**src/rtl/aclink_pkg.sv**
```systemverilog
package aclink_pkg;

  localparam logic [2:0] SEL_CFG  = 3'd0;
  localparam logic [2:0] SEL_STAT = 3'd1;
  localparam logic [2:0] SEL_DATA = 3'd2;
  localparam logic [2:0] SEL_CMD  = 3'd3;
  localparam logic [2:0] SEL_EN   = 3'd4;

  localparam int CFG_W     = 23;
  localparam int CFG_RST   = 0;
  localparam int CFG_SYNC  = 1;
  localparam int CFG_GATE  = 2;

  localparam int ST_RXF = 0;
  localparam int ST_RXE = 1;
  localparam int ST_TXF = 3;
  localparam int ST_TXE = 4;
  localparam int ST_PND = 6;
  localparam int ST_RDY = 7;
  localparam int ST_RXO = 8;
  localparam int ST_RXU = 9;
  localparam int ST_TXO = 10;
  localparam int ST_TXU = 11;

  typedef enum logic [1:0] {
    CE_IDLE = 2'd0,
    CE_SEND = 2'd1,
    CE_RESP = 2'd2
  } ce_state_e;

  typedef struct packed {
    logic [15:0] wdata;
    logic        rd;
    logic [6:0]  idx;
  } codec_cmd_t;

endpackage

```
**src/rtl/aclink_fifo.sv**
```systemverilog
module aclink_fifo #(
  parameter int W     = 16,
  parameter int DEPTH = 8
) (
  input  logic         clk,
  input  logic         rst_n,
  input  logic         clr,
  input  logic         push,
  input  logic [W-1:0] din,
  input  logic         pop,
  output logic [W-1:0] head,
  output logic         empty,
  output logic         full
);
  localparam int AW = $clog2(DEPTH);

  logic [W-1:0] mem [DEPTH];
  logic [AW:0]  wr_q, wr_d, rd_q, rd_d;

  always_comb begin
    wr_d = wr_q + {{AW{1'b0}}, push};
    rd_d = rd_q + {{AW{1'b0}}, pop};
    if (clr) begin
      wr_d = '0;
      rd_d = '0;
    end
  end

  always_ff @(posedge clk or negedge rst_n) begin
    if (!rst_n) begin
      wr_q <= '0;
      rd_q <= '0;
    end else begin
      wr_q <= wr_d;
      rd_q <= rd_d;
    end
  end

  always_ff @(posedge clk) begin
    if (push) mem[wr_q[AW-1:0]] <= din;
  end

  assign head  = mem[rd_q[AW-1:0]];
  assign empty = (wr_q == rd_q);
  assign full  = (wr_q[AW-1:0] == rd_q[AW-1:0]) && (wr_q[AW] != rd_q[AW]);

  // the surrounding logic never pushes into a full buffer
  p_no_overflow_r8: assert property (@(posedge clk) disable iff (!rst_n)
    push |-> !full);
  // the surrounding logic never pops an empty buffer
  p_no_underflow_r9: assert property (@(posedge clk) disable iff (!rst_n)
    pop |-> !empty);
endmodule

```
**src/rtl/aclink_cmd_engine.sv**
```systemverilog
module aclink_cmd_engine
  import aclink_pkg::*;
#(
  parameter int RESP_FRAMES = 1
) (
  input  logic        clk,
  input  logic        rst_n,
  input  logic        clr,
  input  logic        cmd_we,
  input  codec_cmd_t  cmd_in,
  input  logic        frame_stb,
  input  logic        stat_valid,
  input  logic [6:0]  stat_idx,
  input  logic [15:0] stat_data,
  output logic        out_cmd_valid,
  output logic        out_cmd_rd,
  output logic [6:0]  out_cmd_idx,
  output logic [15:0] out_cmd_data,
  output logic        pending,
  output logic [15:0] resp_data
);
  localparam int WIN_W = $clog2(RESP_FRAMES + 1);

  ce_state_e        state_q, state_d;
  codec_cmd_t       cmd_q;
  logic             cmd_load;
  logic             ovalid_q, ovalid_d;
  logic [15:0]      resp_q, resp_d;
  logic             resp_load;
  logic [WIN_W-1:0] win_q, win_d;

  always_comb begin
    state_d   = state_q;
    cmd_load  = 1'b0;
    ovalid_d  = ovalid_q;
    resp_load = 1'b0;
    resp_d    = resp_q;
    win_d     = win_q;
    if (frame_stb && (win_q != '0)) win_d = win_q - 1'b1;
    unique case (state_q)
      CE_IDLE: begin
        if (cmd_we) begin
          state_d  = CE_SEND;
          cmd_load = 1'b1;
        end
      end
      CE_SEND: begin
        if (frame_stb) begin
          state_d  = CE_RESP;
          ovalid_d = 1'b1;
        end
      end
      CE_RESP: begin
        if (frame_stb) begin
          state_d  = CE_IDLE;
          ovalid_d = 1'b0;
          if (cmd_q.rd) begin
            resp_load = 1'b1;
            resp_d    = (stat_valid && (stat_idx == cmd_q.idx)) ? stat_data : 16'hFFFF;
            win_d     = WIN_W'(RESP_FRAMES);
          end
        end
      end
      default: state_d = CE_IDLE;
    endcase
    if (clr) begin
      state_d  = CE_IDLE;
      ovalid_d = 1'b0;
      win_d    = '0;
    end
  end

  always_ff @(posedge clk or negedge rst_n) begin
    if (!rst_n) begin
      state_q  <= CE_IDLE;
      ovalid_q <= 1'b0;
      win_q    <= '0;
    end else begin
      state_q  <= state_d;
      ovalid_q <= ovalid_d;
      win_q    <= win_d;
    end
  end

  always_ff @(posedge clk or negedge rst_n) begin
    if (!rst_n) begin
      cmd_q  <= '0;
      resp_q <= '0;
    end else begin
      if (cmd_load)  cmd_q  <= cmd_in;
      if (resp_load) resp_q <= resp_d;
    end
  end

  assign pending       = (state_q != CE_IDLE);
  assign out_cmd_valid = ovalid_q;
  assign out_cmd_rd    = cmd_q.rd;
  assign out_cmd_idx   = cmd_q.idx;
  assign out_cmd_data  = cmd_q.wdata;
  assign resp_data     = (win_q != '0) ? resp_q : 16'h0000;

  // an accepted command raises pending on the next cycle
  p_pend_set_r3: assert property (@(posedge clk) disable iff (!rst_n || clr)
    (cmd_we && !pending) |=> pending);
  // command slots open only on a frame strobe while a command waits
  p_send_on_stb_r3: assert property (@(posedge clk) disable iff (!rst_n || clr)
    $rose(out_cmd_valid) |-> ($past(frame_stb) && $past(pending)));
  // completion happens on a strobe after the command was on the link
  p_done_on_stb_r3: assert property (@(posedge clk) disable iff (!rst_n || clr)
    $fell(pending) |-> ($past(frame_stb) && $past(out_cmd_valid)));
  // a write while pending leaves the outstanding command untouched
  p_drop_busy_r5: assert property (@(posedge clk) disable iff (!rst_n || clr)
    (cmd_we && pending) |=> ($stable(out_cmd_idx) && $stable(out_cmd_rd) && $stable(out_cmd_data)));
  // a response only shows up right after a completing strobe or while the window lasts
  p_resp_window_r4: assert property (@(posedge clk) disable iff (!rst_n || clr)
    ($past(resp_data) == 16'h0 && resp_data != 16'h0) |-> ($past(frame_stb) && $past(pending)));
endmodule

```
**src/rtl/aclink_pcm_path.sv**
```systemverilog
module aclink_pcm_path #(
  parameter int PCM_W = 16,
  parameter int DEPTH = 8
) (
  input  logic             clk,
  input  logic             rst_n,
  input  logic             clr,
  input  logic             frame_stb,
  input  logic             tx_slot_en,
  input  logic             rx_slot_en,
  input  logic             data_we,
  input  logic [PCM_W-1:0] data_wdata,
  input  logic             data_re,
  input  logic             in_pcm_valid,
  input  logic [PCM_W-1:0] in_pcm_data,
  output logic             out_pcm_valid,
  output logic [PCM_W-1:0] out_pcm_data,
  output logic [PCM_W-1:0] rd_data,
  output logic             tx_unf,
  output logic             tx_ovf,
  output logic             rx_unf,
  output logic             rx_ovf,
  output logic             tx_empty,
  output logic             tx_full,
  output logic             rx_empty,
  output logic             rx_full
);
  logic             tx_push, tx_pop, rx_push, rx_pop;
  logic [PCM_W-1:0] tx_head, rx_head;
  logic             tx_slot, rx_slot;
  logic             txu_q, txu_d, txo_q, txo_d, rxu_q, rxu_d, rxo_q, rxo_d;
  logic             pv_q, pv_d;
  logic [PCM_W-1:0] pd_q;

  assign tx_slot = frame_stb && tx_slot_en;
  assign rx_slot = frame_stb && rx_slot_en && in_pcm_valid;
  assign tx_push = data_we && !tx_full && !clr;
  assign tx_pop  = tx_slot && !tx_empty && !clr;
  assign rx_push = rx_slot && !rx_full && !clr;
  assign rx_pop  = data_re && !rx_empty && !clr;

  aclink_fifo #(.W(PCM_W), .DEPTH(DEPTH)) u_tx_fifo (
    .clk(clk), .rst_n(rst_n), .clr(clr),
    .push(tx_push), .din(data_wdata), .pop(tx_pop),
    .head(tx_head), .empty(tx_empty), .full(tx_full)
  );

  aclink_fifo #(.W(PCM_W), .DEPTH(DEPTH)) u_rx_fifo (
    .clk(clk), .rst_n(rst_n), .clr(clr),
    .push(rx_push), .din(in_pcm_data), .pop(rx_pop),
    .head(rx_head), .empty(rx_empty), .full(rx_full)
  );

  always_comb begin
    txu_d = txu_q | (tx_slot && tx_empty);
    txo_d = txo_q | (data_we && tx_full);
    rxu_d = rxu_q | (data_re && rx_empty);
    rxo_d = rxo_q | (rx_slot && rx_full);
    pv_d  = pv_q;
    if (frame_stb) pv_d = tx_pop;
    if (clr) begin
      txu_d = 1'b0;
      txo_d = 1'b0;
      rxu_d = 1'b0;
      rxo_d = 1'b0;
      pv_d  = 1'b0;
    end
  end

  always_ff @(posedge clk or negedge rst_n) begin
    if (!rst_n) begin
      txu_q <= 1'b0;
      txo_q <= 1'b0;
      rxu_q <= 1'b0;
      rxo_q <= 1'b0;
      pv_q  <= 1'b0;
    end else begin
      txu_q <= txu_d;
      txo_q <= txo_d;
      rxu_q <= rxu_d;
      rxo_q <= rxo_d;
      pv_q  <= pv_d;
    end
  end

  always_ff @(posedge clk or negedge rst_n) begin
    if (!rst_n)      pd_q <= '0;
    else if (tx_pop) pd_q <= tx_head;
  end

  assign out_pcm_valid = pv_q;
  assign out_pcm_data  = pd_q;
  assign rd_data       = rx_empty ? '0 : rx_head;
  assign tx_unf        = txu_q;
  assign tx_ovf        = txo_q;
  assign rx_unf        = rxu_q;
  assign rx_ovf        = rxo_q;

  // a data write into a full transmit buffer flags overflow
  p_tx_ovf_r8: assert property (@(posedge clk) disable iff (!rst_n || clr)
    (data_we && tx_full) |=> tx_ovf);
  // a transmit sample only appears after a frame strobe
  p_pcm_on_stb_r8: assert property (@(posedge clk) disable iff (!rst_n)
    $rose(out_pcm_valid) |-> $past(frame_stb));
  // reading an empty receive buffer flags underflow
  p_rx_unf_r9: assert property (@(posedge clk) disable iff (!rst_n || clr)
    (data_re && rx_empty) |=> rx_unf);
  // error flags hold while the block stays active
  p_sticky_r10: assert property (@(posedge clk) disable iff (!rst_n)
    (tx_unf && !clr) |=> tx_unf);
endmodule

```
**src/rtl/aclink_cmd_ctrl.sv**
```systemverilog
module aclink_cmd_ctrl
  import aclink_pkg::*;
#(
  parameter int FIFO_DEPTH  = 8,
  parameter int RESP_FRAMES = 1
) (
  input  logic        clk,
  input  logic        rst_n,
  input  logic        bus_we,
  input  logic        bus_re,
  input  logic [4:0]  bus_addr,
  input  logic [31:0] bus_wdata,
  output logic [31:0] bus_rdata,
  input  logic        frame_stb,
  input  logic        in_tag_ready,
  input  logic        in_stat_valid,
  input  logic [6:0]  in_stat_idx,
  input  logic [15:0] in_stat_data,
  input  logic        in_pcm_valid,
  input  logic [15:0] in_pcm_data,
  output logic        out_cmd_valid,
  output logic        out_cmd_rd,
  output logic [6:0]  out_cmd_idx,
  output logic [15:0] out_cmd_data,
  output logic        out_pcm_valid,
  output logic [15:0] out_pcm_data,
  output logic        link_rst_n,
  output logic        link_sync
);
  localparam int PCM_W = 16;

  logic             rst_meta_q, rst_sync_q, rst_ni;
  logic [2:0]       sel;
  logic             active, clr;
  logic             cfg_we, en_we, cmd_we, data_we, data_re;
  logic [CFG_W-1:0] cfg_q, cfg_d;
  logic [1:0]       en_q, en_d;
  logic             rdy_q, rdy_d;
  codec_cmd_t       cmd_word;
  logic             pending;
  logic [15:0]      resp_data;
  logic [PCM_W-1:0] rd_data;
  logic             tx_unf, tx_ovf, rx_unf, rx_ovf;
  logic             tx_empty, tx_full, rx_empty, rx_full;
  logic [31:0]      stat_w;
  logic             unused_bits;

  // reset: asserted asynchronously, released on a clock edge
  always_ff @(posedge clk or negedge rst_n) begin
    if (!rst_n) begin
      rst_meta_q <= 1'b0;
      rst_sync_q <= 1'b0;
    end else begin
      rst_meta_q <= 1'b1;
      rst_sync_q <= rst_meta_q;
    end
  end
  assign rst_ni = rst_sync_q;

  assign sel     = bus_addr[4:2];
  assign active  = en_q[0] && !en_q[1];
  assign clr     = !active;
  assign cfg_we  = bus_we && (sel == SEL_CFG)  && active;
  assign en_we   = bus_we && (sel == SEL_EN);
  assign cmd_we  = bus_we && (sel == SEL_CMD)  && active;
  assign data_we = bus_we && (sel == SEL_DATA) && active;
  assign data_re = bus_re && (sel == SEL_DATA) && active;

  assign cmd_word.wdata = bus_wdata[31:16];
  assign cmd_word.rd    = bus_wdata[7];
  assign cmd_word.idx   = bus_wdata[6:0];
  assign unused_bits    = ^{bus_addr[1:0], bus_wdata[15:8]};

  always_comb begin
    cfg_d = cfg_q;
    en_d  = en_q;
    rdy_d = rdy_q;
    if (cfg_we)    cfg_d = bus_wdata[CFG_W-1:0];
    if (en_we)     en_d  = bus_wdata[1:0];
    if (frame_stb) rdy_d = in_tag_ready;
    if (clr) begin
      cfg_d = '0;
      rdy_d = 1'b0;
    end
  end

  always_ff @(posedge clk or negedge rst_ni) begin
    if (!rst_ni) begin
      cfg_q <= '0;
      en_q  <= 2'b10;
      rdy_q <= 1'b0;
    end else begin
      cfg_q <= cfg_d;
      en_q  <= en_d;
      rdy_q <= rdy_d;
    end
  end

  aclink_cmd_engine #(.RESP_FRAMES(RESP_FRAMES)) u_cmd (
    .clk(clk), .rst_n(rst_ni), .clr(clr),
    .cmd_we(cmd_we), .cmd_in(cmd_word), .frame_stb(frame_stb),
    .stat_valid(in_stat_valid), .stat_idx(in_stat_idx), .stat_data(in_stat_data),
    .out_cmd_valid(out_cmd_valid), .out_cmd_rd(out_cmd_rd),
    .out_cmd_idx(out_cmd_idx), .out_cmd_data(out_cmd_data),
    .pending(pending), .resp_data(resp_data)
  );

  aclink_pcm_path #(.PCM_W(PCM_W), .DEPTH(FIFO_DEPTH)) u_pcm (
    .clk(clk), .rst_n(rst_ni), .clr(clr), .frame_stb(frame_stb),
    .tx_slot_en(|cfg_q[12:3]), .rx_slot_en(|cfg_q[22:13]),
    .data_we(data_we), .data_wdata(bus_wdata[PCM_W-1:0]), .data_re(data_re),
    .in_pcm_valid(in_pcm_valid), .in_pcm_data(in_pcm_data),
    .out_pcm_valid(out_pcm_valid), .out_pcm_data(out_pcm_data), .rd_data(rd_data),
    .tx_unf(tx_unf), .tx_ovf(tx_ovf), .rx_unf(rx_unf), .rx_ovf(rx_ovf),
    .tx_empty(tx_empty), .tx_full(tx_full), .rx_empty(rx_empty), .rx_full(rx_full)
  );

  always_comb begin
    stat_w         = '0;
    stat_w[ST_TXU] = tx_unf;
    stat_w[ST_TXO] = tx_ovf;
    stat_w[ST_RXU] = rx_unf;
    stat_w[ST_RXO] = rx_ovf;
    stat_w[ST_RDY] = rdy_q;
    stat_w[ST_PND] = pending;
    stat_w[ST_TXE] = tx_empty;
    stat_w[ST_TXF] = tx_full;
    stat_w[ST_RXE] = rx_empty;
    stat_w[ST_RXF] = rx_full;
  end

  always_comb begin
    unique case (sel)
      SEL_CFG:  bus_rdata = {{(32-CFG_W){1'b0}}, cfg_q};
      SEL_STAT: bus_rdata = stat_w;
      SEL_DATA: bus_rdata = {{(32-PCM_W){1'b0}}, rd_data};
      SEL_CMD:  bus_rdata = {16'h0000, resp_data};
      SEL_EN:   bus_rdata = {30'd0, en_q};
      default:  bus_rdata = '0;
    endcase
  end

  assign link_rst_n = !cfg_q[CFG_RST];
  assign link_sync  = cfg_q[CFG_GATE] ? cfg_q[CFG_SYNC] : frame_stb;

  // writing the reset-control bit pulls the codec reset line low
  p_rst_line_r6: assert property (@(posedge clk) disable iff (!rst_ni)
    (cfg_we && bus_wdata[CFG_RST]) |=> !link_rst_n);
  // ready follows the tag bit seen at the last strobe
  p_ready_track_r7: assert property (@(posedge clk) disable iff (!rst_ni)
    (frame_stb && active) |=> (!active || (stat_w[ST_RDY] == $past(in_tag_ready))));
  // while inactive the status word shows only the two empty flags
  p_idle_status_r1: assert property (@(posedge clk) disable iff (!rst_ni)
    (clr && $past(clr)) |-> (stat_w == 32'h12));
endmodule

```
**config.mk**
```make
export PLATFORM = sky130hd
export DESIGN_NAME = aclink_cmd_ctrl
export DESIGN_NICKNAME = d
export VERILOG_FILES = /design/src/rtl/aclink_pkg.sv /design/src/rtl/aclink_fifo.sv /design/src/rtl/aclink_cmd_engine.sv /design/src/rtl/aclink_pcm_path.sv /design/src/rtl/aclink_cmd_ctrl.sv
export SDC_FILE = /design/constraint.sdc
export NUM_CORES = 1
export LEC_CHECK = 0
export BUFFER_PORTS_ARGS = -buffer_cell sky130_fd_sc_hd__buf_4
export CAP_MARGIN = 15
export CORE_ASPECT_RATIO = 1.1
export CORE_UTILIZATION = 55
export DETAILED_ROUTE_END_ITERATION = 12
export GPL_TIMING_DRIVEN = 0
export PLACE_DENSITY = 0.75
export SLEW_MARGIN = 40
export SYNTH_ARGS = -nofsm -noshare
export SYNTH_HDL_FRONTEND = slang
export SYNTH_SLANG_ARGS = --single-unit
```
**constraint.sdc**
```tcl
create_clock -name clk -period 3.8 [get_ports clk]
set_clock_uncertainty 0.05 [all_clocks]
set_input_delay 0.76 -clock clk [delete_from_list [all_inputs] [get_ports clk]]
set_output_delay 0.76 -clock clk [all_outputs]
set_load 0.02 [all_outputs]
```
# [Word-level counts from Yosys, hierarchy flattened]
# Memories as Yosys holds them, arrays and structs flattened. A register that Yosys moved wholly into a read port is not among the register bits.
# Index checks and enable logic that the tools add are counted.
[totals] memories=2 input_bits=84 ramBits=256 regBits=93 elab_cells=137
[mem_list] memory="u_pcm.u_rx_fifo.mem" depth=8 word_bits=16 read_ports=1 rd_ports_with_merged_regs=0 write_ports=1 line="aclink_fifo.sv:17" text="logic [W-1:0] mem [DEPTH];"
[mem_list] memory="u_pcm.u_tx_fifo.mem" depth=8 word_bits=16 read_ports=1 rd_ports_with_merged_regs=1 write_ports=1 line="aclink_fifo.sv:17"
[classes] n_reduce_logical=44 n_eq_ne=19 add_sub_neg=5 bitwise_logic=4 n_mux=42
[ops] op="23-bit case mux with 5 select lines" count=1
[ops] op="16-bit two-way mux" count=3
[ops] op="23-bit two-way mux" count=2
[ops] op="1-bit logical AND" count=29
[ops] op="1-bit two-way mux" count=26
[ops] op="10-bit OR reduction" count=2
[ops] op="4-bit by 1-bit adder with 4-bit output" count=4
[ops] op="4-bit two-way mux" count=4
[ops] op="3-bit inequality test (second input constant)" count=3
[ops] op="4-bit equality test" count=2
[ops] op="2-bit two-way mux" count=4
[ops] op="7-bit equality test" count=1
[ops] op="1-bit zero test" count=7
[ops] op="3-bit by 2-bit equality test with 1-bit output (second input constant)" count=2
[ops] op="3-bit equality test" count=2
[ops] op="2-bit case mux with 3 select lines" count=1
[ops] op="3-bit AND reduction" count=2
[ops] op="1-bit bitwise OR" count=4
[ops] op="4-bit AND reduction" count=1
[ops] op="3-bit by 1-bit equality test with 1-bit output (second input constant)" count=1
[ops] op="3-bit equality test (second input constant)" count=1
[ops] op="3-bit zero test" count=1
[ops] op="3-bit by 1-bit inequality test with 1-bit output (second input constant)" count=1
[ops] op="2-bit by 1-bit equality test with 1-bit output (second input constant)" count=1
[ops] op="8 further kinds" count=9

# [Longest topological paths before layout]
# Gate-level depths: netlist of the first run.
[depth] ltp_word=7 ltp_mapped=9 mapped_depth_nobuf=8

# [Hierarchy]
# Synthesis of the first run repeated with hierarchy kept, for this count alone.
[unflattened] hier_cells=875 hier_area_um2=15419.8
[by_module_without_submodules] mod="aclink_fifo (u_pcm.u_tx_fifo)" n_inst=1 area_per_inst_um2=5358.9 seq_area_each_um2=4043.9 cells_each=233
[by_module_without_submodules] mod="aclink_fifo (u_pcm.u_rx_fifo)" n_inst=1 area_per_inst_um2=5357.6 seq_area_each_um2=4043.9 cells_each=233
[by_module_without_submodules] mod="aclink_cmd_engine" n_inst=1 area_per_inst_um2=1861.8 seq_area_each_um2=1101.1 cells_each=135
[by_module_without_submodules] mod="aclink_cmd_ctrl" n_inst=1 area_per_inst_um2=1844.3 seq_area_each_um2=701.9 cells_each=201
[by_module_without_submodules] mod="aclink_pcm_path" n_inst=1 area_per_inst_um2=997.2 seq_area_each_um2=525.5 cells_each=73

# [Least setup slack after synthesis of the first run]
# OpenSTA, ideal clock, no wires.
[synth_path] path_type="input -> register" startpoint="input port frame_stb" endpoint="memory u_pcm.u_rx_fifo.mem[4][0] (enable)" cell_stages=5 arrival_time_ns=3.167 path_buffers=1 path_slack_ns=0.146 path_cell_list="buf_2 > nand4b_1 > a31oi_1 > nand2_1 > nor4b_1"
[synth_between] elab_chain_len=6
[synth_rtl] element="start: declaration" line="aclink_cmd_ctrl.sv:14" text="input logic frame_stb,"
[synth_rtl] element="1-bit logical AND (2 in series)" line="aclink_pcm_path.sv:36" text="assign rx_slot = frame_stb && rx_slot_en && in_pcm_valid;"
[synth_rtl] element="1-bit logical AND (2 in series)" line="aclink_pcm_path.sv:39" text="assign rx_push = rx_slot && !rx_full && !clr;"
[synth_rtl] element="1-bit two-way mux" line="aclink_fifo.sv:40" text="if (push) mem[wr_q[AW-1:0]] <= din;"
[synth_rtl] element="1-bit two-way mux (not written as such)" line="aclink_fifo.sv:40"
[synth_rtl] element="end: declaration" line="aclink_fifo.sv:17"
# No other way between the ends.

# [Worst setup path in the final report of the first run]
[layout_path] startpoint="register u_pcm.u_rx_fifo.rd_q[1]" endpoint="output port bus_rdata[11]"
[layout_between] elab_chain_len=3 word_cells_on_any_way=4 cone_classes="eq/ne (1); mux (2); memory (1)"
[layout_rtl] element="start: declaration" line="aclink_fifo.sv:18" text="logic [AW:0] wr_q, wr_d, rd_q, rd_d;"
[layout_rtl] element="start signal: assignment" line="aclink_fifo.sv:35" text="rd_q <= rd_d;"
[layout_rtl] element="memory 8 x 16 bit / 4-bit equality test (equally long branches)"
[layout_rtl] element="16-bit two-way mux *" line="aclink_pcm_path.sv:93" text="assign rd_data = rx_empty ? '0 : rx_head;"
[layout_rtl] element="23-bit case mux with 5 select lines *" line="aclink_cmd_ctrl.sv:133" text="unique case (sel)"
[layout_rtl] element="end: declaration" line="aclink_cmd_ctrl.sv:13" text="output logic [31:0] bus_rdata,"
# Mark *: on every way between the ends. The rest lies on a longest branch, timed or not.

==> qor.yml, run 1 <==
run_status:
  status: "finished, final reports clean"
pwr:
  power_frac_clock_pct: 43.2
  p_leak_nw: 6.93
  powerDensity_mw_per_mm2: 500
  comb_power_share_pct: 7.2
  switching_share_pct: 21.0
  switching_power_mw: 1.88
  ir_drop_mv: 0.538
  p_int_mw: 7.07
  seqPwrFrac_pct: 49.7
floorplanning:
  rows: 62
  die-area_mm2: 0.0273
  die_width_um: 158
  initial_core_util_pct: 56.0
  ios: 160
  core-area_mm2: 0.0261
  die_h_um: 173
logic_synthesis:
  async_flop_share_pct: 29.9
  yosys.cell_types.count: 50
  netlist_instances: 827
  yosysSeqAreaShare_pct: 71.2
  netlist_area_mm2: 0.0146
  avgSynthCellArea_um2: 17.7
  ys_warn_count: 0
  yosys_register_bits: 365
  synth-main-ff-cell: "edfxtp_1"
  synth-edff-count: 256
placement:
  dp_hpwl_mm: 22.9
  gp_congestion: 0.876
  port_buffers: 144
  dpl-instance-area_mm2: 0.0166
  dp.cells: 1367
setup_path:
  path_class: "flip-flop to output port"
  cp.depth: 7
  crit_arrival_ns: 2.81
  critPathLaunchType: "flip-flop"
  cpMaxStageDelayCell: "or4b_1"
  slowest_delay_ns: 0.63
  path_cells: "buf_2, xor2_1, or4b_1, nand2_2, buf_2, o21ai_0, buf_4"
  worstRegToRegCells: 8
  path_buf_inv: 3
  critPathTopFamily: "simple AND/OR/NAND/NOR gates"
  cp-end-kind: "output port"
  cp_max_fo: 10
  cp.required_ns: 2.99
  crit_path_frequent_cell: "buf_2"
grt:
  grt_pass1_vias: 8681
  met2_usage_pct: 43.1
  grt_pass1_wl_mm: 49.8
  antenna_found_initial: 3
  use_met1_pct: 31.0
  top_usage_layer: "met2"
  met3_usage_pct: 5.26
  grt_max_degree: 43
  track_usage_pct: 25.0
  grt_overflow: 0
sta:
  max_clock_freq_mhz: 277
  slew_headroom_pct: 47.6
  finalHoldViolations: 0
  fin_tns_setup_ns: 0
  period_minus_slack_ns: 3.62
  grt_setup_unrepaired: "no"
  worst_pin_slew_ns: 0.787
  finalSetupViolations: 0
  finalMaxSlewViolations: 0
  period_share_pct: 95.1
clocking:
  cts_tree: "done"
  postCtsSetupBuffers: 0
  clock_latency_ns: 0.51
  ctsHtreeMaxLevel: 2
  cts_root_buffer: "clkbuf_16"
  cts_made_buffers: 37
  cts.clk_slew.worst_paths_ns: 0.06
  cts.sinks: 365
  clk_path_buf_depth: 3
detailed_routing:
  final_antenna_net_count: 0
  first_pass_iters: 6
  drt-total-wl_mm: 32.6
  avgRoutedWirePerCell_um: 22.8
  via_per_inst: 5.75
  drc_errors: 0
  first_iter_violations: 490
  vias: 8241
finish:
  drive_gt1_share_pct: 37.9
  area_growth_syn_to_layout_pct: 22.3
  stdcell_count: 1432
  fin_nets: 1145
  fin_area_mm2: 0.0179
hold_path:
  hold_class: "flip-flop to asynchronous set/reset pin"
run:
  cap_violations: 0
-- stage by stage --
stage	setup slack [ns]	power [mW]	util, %	hold slack, ns
after floorplan	0.146	4.84	-	0.281
after global placement	-2.09	5.14	61.9	0.287
after detailed placement	0.308	5.17	63.5	0.233
after CTS	0.0329	9.02	68.5	0.239
after global routing	0.0425	9.21	68.5	0.246
final	0.184	8.96	68.5	0.213
-- Yosys cell counts, drive strengths merged, types with 2 or more instances --
library cell	n	area share (%)
xor2	10	0.60
a22o	23	1.4
mux2i	19	1.3
ha	8	0.68
nand2	15	0.38
nand2b	6	0.26
o211ai	2	0.10
nor4b	5	0.49
o21ai	13	0.44
or4	3	0.15
a21oi	23	0.79
mux4	64	9.8
nor2	44	1.1
clkbuf	16	0.41
o221ai	2	0.12
a22oi	8	0.41
dfrtp	108	18
buf	39	1.5
xnor2	10	0.60
nor3b	5	0.26
and2	16	0.68
conb	2	0.051
nor3	10	0.34
a222oi	6	0.41
mux2	58	4.5
edfxtp	256	53
inv	24	0.62
a31oi	4	0.17
nand3	8	0.27
nor4	6	0.26
-- cell usage in the layout, fill, tap and decap left out, types with 4 or more instances in the layout --
master	instances
nand3_1	8
nor2_4	7
buf_2	38
a222oi_1	6
clkinv_2	5
xor2_1	10
nor4_1	4
buf_1	5
a22oi_1	8
o21ai_0	13
buf_4	169
a31oi_1	4
nand2_1	14
ha_1	8
conb_1	10
nand2b_1	6
mux2i_1	19
dfrtp_1	107
nor3_2	4
inv_1	24
mux4_2	64
and2_1	16
xnor2_1	10
a21oi_1	23
mux2_1	8
clkbuf_16	37
mux2_2	50
bufinv_16	9
nor2_1	37
nor3_1	6
clkbuf_1	19
edfxtp_1	256
clkinv_1	5
a22o_1	23
-- sequential cells by signal, summed over array words and instances, names as in the netlist, 2 cells and up --
register              count
u_pcm.u_tx_fifo.rd_q      4
en_q                      2
u_pcm.u_tx_fifo.wr_q      4
u_pcm.u_rx_fifo.wr_q      4
u_cmd.resp_q             16
u_pcm.u_tx_fifo.mem     128
u_cmd.out_cmd_idx         7
u_cmd.out_cmd_data       16
u_pcm.out_pcm_data       16
cfg_q                    23
u_pcm.u_rx_fifo.rd_q      4
u_pcm.u_rx_fifo.mem     128
u_cmd.state_q             2
-- final timing paths --
path                       slack [ns]                         end                     from
max in group asynchronous        2.57                     en_q[1]                   rst_ni
min reg2reg                      0.21       u_cmd.out_cmd_data[1]                   rst_ni
max                              0.18               bus_rdata[11]  u_pcm.u_rx_fifo.rd_q[1]
max reg2reg                      0.80  u_pcm.u_tx_fifo.mem[0][15]  u_pcm.u_tx_fifo.rd_q[1]
min in group clk                 0.30                      rst_ni               rst_meta_q
min                              0.21       u_cmd.out_cmd_data[1]                   rst_ni
-- logic make-up (layout without fill, tap and decap cells) --
group / Yosys count / count (layout) / share of synthesized area (%)
adders and majority gates: 8 / 8 / 0.684
other: 2 / 11 / 0.0513
AOI/OAI and AO/OA: 85 / 85 / 4.05
and+or+nand+nor: 127 / 127 / 4.71
xor gates and xnor gates: 20 / 20 / 1.20
muxes: 141 / 141 / 15.6
buffers and inverters: 79 / 323 / 2.53
DFF: 365 / 365 / 71.2
-- power by group through the flow --
stage / Sequential (mW) / Combinational, mW / Clock, mW
global route: 4.46 / 0.684 / 4.07
detailed placement: 4.53 / 0.640 / 0
global placement: 4.54 / 0.598 / 0
floorplan: 4.63 / 0.205 / 0
finish: 4.45 / 0.643 / 3.87
CTS: 4.45 / 0.644 / 3.93
-- cell type report --
class                   instances  area, um^2
diodes                          1        2.50
plain buffers                  53         273
clock buffers                  43         958
clock inverters                22         335
fillers                      1748        8240
inverters                      24        90.1
multi-input cells             391        4000
flip-flops and latches        365       10400
well taps                     352         440
repair buffers                181        1380
-- layer usage --
metal  wire length, um  up-vias
met5                13        -
met4               982        2
li1                  -     3654
met1             12200     4215
met2             17300      291
met3              2100       79
-- repair_timing --
action / in CTS / in global routing
resized for setup: 0 / 1
hold endpoints to repair: 2 / 0
endpoints found under the setup margin: 7 / 10
hold buffers: 1 / 0
Power figures use the tool's default switching activity.
==> run 2: changes to the inputs <==
- CORE_ASPECT_RATIO: 1.1 -> default
- CTS_BUF_LIST: default -> sky130_fd_sc_hd__clkbuf_4 sky130_fd_sc_hd__clkbuf_8
==> run 2 against run 1 <==
  * Clock power down 15%
  * Largest cell class unchanged
  * Critical path depth unchanged
  * Cell area down 0.76%
  * Utilization down 0.30 points
  * Count of clock-buffer cells in the layout up 41
  * Global-route usage down 0.62 points
==> qor.yml, run 2 (synthesized netlist as in run 1, its figures left out) <==
run_status:
  status: "finished, final reports clean"
detailed_routing:
  first_pass_iters: 5
  vias: 8286
  first_iter_violations: 515
  avgRoutedWirePerCell_um: 21.9
  via_per_inst: 5.70
  final_antenna_net_count: 0
  drt-total-wl_mm: 31.8
  drc_errors: 0
pwr:
  switching_power_mw: 1.90
  p_leak_nw: 6.95
  comb_power_share_pct: 7.6
  switching_share_pct: 22.6
  powerDensity_mw_per_mm2: 472
  finalPower_mw: 8.39
  p_int_mw: 6.49
  ir_drop_mv: 0.327
  seqPwrFrac_pct: 53.1
  power_frac_clock_pct: 39.4
finish:
  final_common_cell: "edfxtp_1"
  area_growth_syn_to_layout_pct: 21.4
  drive_gt1_share_pct: 40.6
  n_antenna_cell: 0
  fin_area_mm2: 0.0178
  fin_nets: 1165
  final_cell_mix: "edfxtp_1 (256), buf_4 (165), dfrtp_1 (107), clkbuf_8 (67), mux4_2 (64)"
floorplanning:
  core-area_mm2: 0.0261
  initial_core_util_pct: 56.2
  ios: 160
  die_width_um: 165
  rows: 59
  die_h_um: 165
  die-area_mm2: 0.0273
setup_path:
  slowest_delay_ns: 0.63
  cpMaxStageDelayCell: "or4b_1"
  crit_arrival_ns: 2.84
  critPathLaunchType: "flip-flop"
  cp.required_ns: 2.99
  path_cells: "buf_2, xor2_1, or4b_1, nand2_2, clkbuf_4, o21ai_0, buf_4"
  path_class: "flip-flop to output port"
  cp-end-kind: "output port"
  cp_max_fo: 10
grt:
  grt_pass1_vias: 8461
  track_usage_pct: 24.4
  grt_max_degree: 42
  grt_pass1_wl_mm: 48.6
  grt_overflow: 0
  antenna_found_initial: 0
run:
  cap_violations: 0
placement:
  port_buffers: 144
  dp_hpwl_mm: 22.3
  dpl-instance-area_mm2: 0.0166
  gp_congestion: 0.875
clocking:
  ctsHtreeMaxLevel: 2
  cts_tree: "done"
  cts_made_buffers: 56
  clock_latency_ns: 0.58
  cts.clk_slew.worst_paths_ns: 0.06
  cts_root_buffer: "clkbuf_8"
  clk_path_buf_depth: 3
  cts.sinks: 365
sta:
  period_minus_slack_ns: 3.65
  fin_tns_setup_ns: 0
  grt_setup_unrepaired: "no"
  max_clock_freq_mhz: 274
  period_share_pct: 96.1
  slew_headroom_pct: 47.1
  finalSetupViolations: 0
  worst_pin_slew_ns: 0.793
  finalHoldViolations: 0
  finalMaxSlewViolations: 0
hold_path:
  hold_class: "flip-flop to asynchronous set/reset pin"
==> run 2: cell type report <==
type                            instances  area [um^2]
Clock buffer                           84         1050
Buffer                                 53          277
Fill cell                            1753         8290
Multi-Input combinational cell        391         4000
Timing Repair Buffer                  182         1390
Tap cell                              335          419
Clock inverter                         20          124
Inverter                               24         90.1
Sequential cell                       365        10400
==> run 2: worst paths after layout <==
check | depth (start not counted) | slack, ns | endpoint | startpoint
worst max-delay path | 7 | 0.15 | bus_rdata[11] | u_pcm.u_rx_fifo.rd_q[1]
worst min-delay path | 0 | 0.23 | cfg_q[20] | rst_ni
worst max register to register | 6 | 0.92 | u_pcm.u_tx_fifo.mem[1][7] | u_pcm.u_tx_fifo.rd_q[0]
worst min register to register | 0 | 0.23 | cfg_q[20] | rst_ni
max in group asynchronous | 1 | 2.82 | en_q[1] | rst_ni
min in group clk | 0 | 0.32 | rst_ni | rst_meta_q
==> run 2: worst max-delay path: cells and delay by family (launching register included) <==
kind	cells	cell delay, ns
buffers and inverters	3	0.67
DFF	1	0.38
and+or+nand+nor	2	0.84
AOI/OAI and AO/OA	1	0.20
xor gates and xnor gates	1	0.18
==> run 2: per-layer routing <==
layer / part of all wire [%] / routed length, um / global-route usage, % / vias up
met1: 40 / 12800 / 32.2 / 4256
met5: 0 / 0 / 0 / -
met2: 52 / 16500 / 41.8 / 269
met4: 2.3 / 743 / 7.38 / 0
li1: - / - / - / 3703
met3: 5.4 / 1730 / 4.05 / 58
==> run 2: power by group through the flow <==
stage	Sequential, mW	Clock, mW	Combinational, mW
after detailed placement	4.53	0	0.635
after CTS	4.45	3.35	0.636
after global routing	4.46	3.53	0.680
final	4.45	3.30	0.634
after floorplan	4.63	0	0.205
after global placement	4.54	0	0.597
==> run 2: per-stage QoR <==
stage,instances,setup slack (ns),hold slack [ns],utilization (%)
after global placement,1314,-1.97,0.287,62.0
after detailed placement,1350,0.254,0.257,63.6
final,1454,0.147,0.231,68.2
after floorplan,835,0.146,0.281,-
after CTS,1453,0.00295,0.251,68.1
after global routing,1454,0.0154,0.279,68.2
==> run 2: timing repair <==
item,4_1_cts,5_1_grt
gates resized for setup,0,3
endpoints found under the hold margin,2,0
pin swaps,0,0
hold buffers,1,0
endpoints found under the setup margin,7,10
buffers inserted,0,0
cloned,0,0
